**src/rtl/ptrig_pkg.sv**
```systemverilog
`timescale 1ns/1ps
package ptrig_pkg;
  localparam int BUS_W    = 16;
  localparam int OPC_OFF  = 0;
  localparam int OPC_RISE = 1;
  localparam int OPC_FALL = 2;
  localparam int OPC_LT   = 3;
  localparam int OPC_LE   = 4;
  localparam int OPC_GE   = 5;
  localparam int OPC_GT   = 6;
  localparam int OPC_NE   = 7;
  localparam int OPC_EQ   = 8;
  localparam int OPC_MAX  = 8;
endpackage

```
**src/rtl/ptrig_cmp.sv**
```systemverilog
`timescale 1ns/1ps
module ptrig_cmp #(
  parameter int PW = 1,
  parameter int DW = ptrig_pkg::BUS_W
) (
  input  logic          clk,
  input  logic          rst,
  input  logic [PW-1:0] probe,
  input  logic [DW-1:0] op,
  input  logic [DW-1:0] arg,
  output logic          hit
);
  import ptrig_pkg::*;

  logic [PW-1:0] prev_q;
  logic [PW-1:0] arg_t;

  assign arg_t = PW'(arg);

  // previous sample for edge operations
  always_ff @(posedge clk) begin
    if (rst) prev_q <= '0;
    else     prev_q <= probe;
  end

  always_comb begin
    case (op)
      DW'(OPC_OFF):  hit = 1'b0;
      DW'(OPC_RISE): hit = (probe > prev_q);
      DW'(OPC_FALL): hit = (probe < prev_q);
      DW'(OPC_LT):   hit = (probe < arg_t);
      DW'(OPC_LE):   hit = (probe <= arg_t);
      DW'(OPC_GE):   hit = (probe >= arg_t);
      DW'(OPC_GT):   hit = (probe > arg_t);
      DW'(OPC_NE):   hit = (probe != arg_t);
      DW'(OPC_EQ):   hit = (probe == arg_t);
      default:       hit = 1'b0;
    endcase
  end
endmodule

```
**src/rtl/ptrig_regbank.sv**
```systemverilog
`timescale 1ns/1ps
module ptrig_regbank #(
  parameter int AW       = 16,
  parameter int DW       = ptrig_pkg::BUS_W,
  parameter int REG_BASE = 3,
  parameter int NREG     = 8
) (
  input  logic               clk,
  input  logic               rst,
  input  logic [AW-1:0]      addr_i,
  input  logic [DW-1:0]      wdata_i,
  input  logic [DW-1:0]      rdata_i,
  input  logic               rw_i,
  input  logic               valid_i,
  output logic [AW-1:0]      addr_o,
  output logic [DW-1:0]      wdata_o,
  output logic [DW-1:0]      rdata_o,
  output logic               rw_o,
  output logic               valid_o,
  output logic [NREG*DW-1:0] cfg_q
);
  localparam int IDX_W = (NREG > 1) ? $clog2(NREG) : 1;

  logic [DW-1:0]    regs [NREG];
  logic             in_rng;
  logic [IDX_W-1:0] idx;

  assign in_rng = (addr_i >= AW'(REG_BASE)) && (addr_i < AW'(REG_BASE + NREG));
  assign idx    = IDX_W'(addr_i - AW'(REG_BASE));

  always_ff @(posedge clk) begin
    if (rst) begin
      addr_o  <= '0;
      wdata_o <= '0;
      rdata_o <= '0;
      rw_o    <= 1'b0;
      valid_o <= 1'b0;
      for (int k = 0; k < NREG; k++) regs[k] <= '0;
    end else begin
      addr_o  <= addr_i;
      wdata_o <= wdata_i;
      rw_o    <= rw_i;
      valid_o <= valid_i;
      if (valid_i && in_rng && !rw_i) rdata_o <= regs[idx];
      else                            rdata_o <= rdata_i;
      if (valid_i && in_rng && rw_i)  regs[idx] <= wdata_i;
    end
  end

  for (genvar k = 0; k < NREG; k++) begin : g_flat
    assign cfg_q[k*DW +: DW] = regs[k];
  end
endmodule

```
**src/rtl/probe_trig_unit.sv**
```systemverilog
`timescale 1ns/1ps
module probe_trig_unit #(
  parameter int AW       = 16,
  parameter int DW       = ptrig_pkg::BUS_W,
  parameter int WIDE_W   = 4,
  parameter int REG_BASE = 3
) (
  input  logic              clk,
  input  logic              rst,
  input  logic              probe_a,
  input  logic              probe_b,
  input  logic              probe_c,
  input  logic [WIDE_W-1:0] probe_d,
  input  logic [AW-1:0]     addr_i,
  input  logic [DW-1:0]     wdata_i,
  input  logic [DW-1:0]     rdata_i,
  input  logic              rw_i,
  input  logic              valid_i,
  output logic [AW-1:0]     addr_o,
  output logic [DW-1:0]     wdata_o,
  output logic [DW-1:0]     rdata_o,
  output logic              rw_o,
  output logic              valid_o,
  output logic              trig_o
);
  localparam int NPROBE = 4;
  localparam int NREG   = 2 * NPROBE;

  logic [NREG*DW-1:0] cfg_q;
  logic [NPROBE-1:0]  hits;

  ptrig_regbank #(.AW(AW), .DW(DW), .REG_BASE(REG_BASE), .NREG(NREG)) u_regs (
    .clk(clk), .rst(rst),
    .addr_i(addr_i), .wdata_i(wdata_i), .rdata_i(rdata_i), .rw_i(rw_i), .valid_i(valid_i),
    .addr_o(addr_o), .wdata_o(wdata_o), .rdata_o(rdata_o), .rw_o(rw_o), .valid_o(valid_o),
    .cfg_q(cfg_q)
  );

  for (genvar i = 0; i < NPROBE; i++) begin : g_probe
    localparam int PW = (i == NPROBE - 1) ? WIDE_W : 1;
    logic [PW-1:0] pv;
    if (i == 0) begin : g_sa
      assign pv = probe_a;
    end else if (i == 1) begin : g_sb
      assign pv = probe_b;
    end else if (i == 2) begin : g_sc
      assign pv = probe_c;
    end else begin : g_sd
      assign pv = probe_d;
    end
    ptrig_cmp #(.PW(PW), .DW(DW)) u_cmp (
      .clk(clk), .rst(rst), .probe(pv),
      .op(cfg_q[(2*i)*DW +: DW]), .arg(cfg_q[(2*i+1)*DW +: DW]),
      .hit(hits[i])
    );
  end

  always_ff @(posedge clk) begin
    if (rst) trig_o <= 1'b0;
    else     trig_o <= |hits;
  end
endmodule

```
**config.mk**
```make
export PLATFORM = sky130hd
export DESIGN_NAME = probe_trig_unit
export DESIGN_NICKNAME = d
export VERILOG_FILES = /design/src/rtl/ptrig_pkg.sv /design/src/rtl/ptrig_cmp.sv /design/src/rtl/ptrig_regbank.sv /design/src/rtl/probe_trig_unit.sv
export SDC_FILE = /design/constraint.sdc
export NUM_CORES = 1
export LEC_CHECK = 0
export ABC_AREA = 1
export CORE_ASPECT_RATIO = 2
export CORE_MARGIN = 1.5
export CORE_UTILIZATION = 40
export CTS_CLUSTER_DIAMETER = 40
export CTS_CLUSTER_SIZE = 25
export DETAILED_ROUTE_END_ITERATION = 7
export PLACE_DENSITY_LB_ADDON = 0.1
export REMOVE_ABC_BUFFERS = 1
export SLEW_MARGIN = 20
export SYNTH_ARGS = -nofsm -noshare
export SYNTH_HDL_FRONTEND = slang
export SYNTH_SLANG_ARGS = --single-unit
```
**constraint.sdc**
```tcl
create_clock -name clk -period 3.1 [get_ports clk]
set_clock_uncertainty 0.05 [all_clocks]
set_input_delay 0.465 -clock clk [delete_from_list [all_inputs] [get_ports clk]]
set_output_delay 0.465 -clock clk [all_outputs]
set_load 0.005 [all_outputs]
```
==> results_dict.tcl <==
set metrics [dict create \
    outcome "completed" \
    ys_warn_count 0 \
    mostFrequentLayoutCells "nor2_1, nand2_1, edfxtp_1" \
    slew-limit-headroom_pct 46.4 \
    cp_data_arrival_time_ps 2380 \
    rows 76 \
    maxCapViolCount 0 \
    cts.clk_slew.worst_paths_ps 70 \
    core_um2 21500 \
    numCtsBuffers 17 \
    grt_max_degree 63 \
    post-route-min-period_ps 2310 \
    holdPathStages 2 \
    hp-start "rst" \
    drc_errors 0 \
    synthTopCellsByArea "edfxtp_1, dfxtp_1, nor2_1" \
    fin_total_pwr_uw 5450 \
    hp-class "in -> reg" \
    ys_types 33 \
    nets 1135 \
    worst_ep_required_time_ps 3180 \
    port_buffers 109 \
    final_area_um2 10700 \
    rsz0062_at_grt "no" \
    placed_cell_area_um2 10200 \
    ys_seq_area_share_pct 57.1 \
    finalHoldViolations 0 \
    start_kind "input pin" \
    yosysTopAreaCell "edfxtp_1" \
    clock_latency_ps 440 \
    worst-setup-path-type "in -> reg" \
    dp_hpwl_mm 16.6 \
    post_cts_buffers 0 \
    fin_ws_ps 793 \
    synth.top_cell.area_share_pct 43.9 \
    rr_startpoint "u_regs.regs[2][10]" \
    grt_pass1_wl_mm 34.8 \
    met2_usage_pct 40.1 \
    cts_num_sinks 186 \
    ios 110 \
    track_usage_pct 20.7 \
    grt_pass1_vias 6587 \
    ir_drop_mv 0.315 \
    leakagePower_uw 0.00448 \
    synth-seq-cells 186 \
    fin_tns_setup_ps 0 \
    root_buffer "clkbuf_16" \
    ant_nets 0 \
    die_h_um 212 \
    cts_resized 0 \
    report.final.slew_viol_count 0 \
    busiest_layer "met2" \
    vias 6571 \
    use_met3_pct 3.49 \
    clk_path_buf_depth 2 \
    dieArea_um2 22900 \
    rr_worst_depth 11 \
    antenna_cells 0 \
    syn2layout_area_growth_pct 22.4 \
    die_w_um 108 \
    hold_end "u_regs.valid_o" \
    met1_usage_pct 21.2 \
    cts_tree "done" \
    cp-end-kind "flop" \
    routedWlPerCell_um 16.6 \
    cts_hold_buffers 0 \
    power_density_nw_per_um2 508 \
    drive_gt1_share_pct 7.19 \
    drt_iter0_drc 284 \
    via_per_inst 4.89 \
    worst-path-max-fanout 16 \
    reg2reg_to "trig_o" \
    fin_crit_sh_pct 74.4 \
    dr.pass1.iters 5 \
    setup_viol 0 \
    overflow 0 \
    worst_pin_slew_ps 801 \
    h-tree-depth 4 \
    timing.fmax_ghz 0.434 \
    gp_congestion 0.871 \
    start_util_pct 40.8 \
    post-place-ws_ps 342 \
    syn_inst 938 \
    syn_area_um2 8760 \
    layout_commonest_cell "nor2_1" \
    synth_area_per_cell_um2 9.34 \
    reg2reg_slack_ps 1080 \
    wl_mm 22.4 \
    antenna_found_initial 0 \
]
[sequential cells by signal, summed over array words and instances (netlist names)]
register,cells
g_probe.u_cmp.prev_q,7
trig_o,1
u_regs.addr_o,16
u_regs.rdata_o,16
u_regs.regs,128
u_regs.rw_o,1
u_regs.valid_o,1
u_regs.wdata_o,16
[metal layers]
| layer | vias up | share of wire [%] |
|---|---|---|
| li1 | 3324 | - |
| met1 | 3084 | 37 |
| met2 | 129 | 57 |
| met3 | 34 | 2.7 |
| met4 | 0 | 3.2 |
| met5 | - | 0 |
[synthesized netlist by cell type]
library cell,count
dfxtp_1,58
nor2_1,251
o221ai_1,16
o21ai_1,8
nand4_1,9
ha_1,18
nor2_2,1
nand2_1,147
nand2_2,2
a21oi_1,24
inv_1,93
o21ai_0,8
nand3_1,37
or2_2,1
buf_1,3
nor2_8,2
and2_2,1
buf_4,2
clkinv_1,17
buf_2,11
nor4_1,2
nand3_4,8
buf_12,1
clkbuf_1,8
inv_2,5
mux2i_1,28
buf_6,8
a22oi_1,16
nand3b_1,4
nor3b_1,1
nor3_1,4
edfxtp_1,128
o21a_1,16
[per-stage QoR]
step           std cells  hold slack (ps)  utilization [%]
2_1_floorplan        905              486                -
6_report            1344              412             49.9
4_1_cts             1344              401             49.9
5_1_grt             1344              422             49.9
3_3_place_gp        1312              606             47.4
3_5_place_dp        1312              629             47.4
[where the power goes]
group	switching [uW]	internal (uW)
logic	348	259
registers	57.8	2770
clock network	956	1050
[worst max-delay path: stages]
cell and delay [ps]:
clkdlybuf4s50_1 420, ha_1 210, inv_2 60, nand2_2 60, nand2_1 50, nand2_1 70
nor4_1 230, and2_2 220, buf_12 160, nand3_4 70, nand2_1 90, buf_4 270
[area by class of cell]
class                      instances  area, um^2
clock buffer                      20         447
multi-input combinational        604        3100
sequential                       186        5000
clock inverter                    12        90.1
fill                            2117       10800
inverter                         115         432
tap                              273         342
timing repair buffer             134        1310
[cell families (layout without fill, tap and decap cells)]
logic type / after synthesis / count (layout) / share of synthesized area, %
muxes: 28 / 28 / 3.20
DFF: 186 / 186 / 57.1
adders and majority gates: 18 / 18 / 2.57
AOI/OAI and AO/OA: 88 / 88 / 6.63
and+or+nand+nor: 470 / 470 / 23.0
buffers and inverters: 148 / 281 / 7.45
[worst max path at each step]
stage          startpoint                  to  slack, ps  depth (start not counted)
2_1_floorplan   addr_i[0]   u_regs.regs[5][0]        560                          9
3_5_place_dp    addr_i[1]   u_regs.regs[7][6]        340                         12
4_1_cts         addr_i[1]  u_regs.regs[7][13]        780                         12
5_1_grt         addr_i[1]   u_regs.regs[0][6]        620                         12
3_3_place_gp    addr_i[1]   u_regs.regs[7][6]        380                         12
6_report        addr_i[1]   u_regs.regs[7][3]        790                         12
Note: power is estimated with default switching activity, not from simulation.
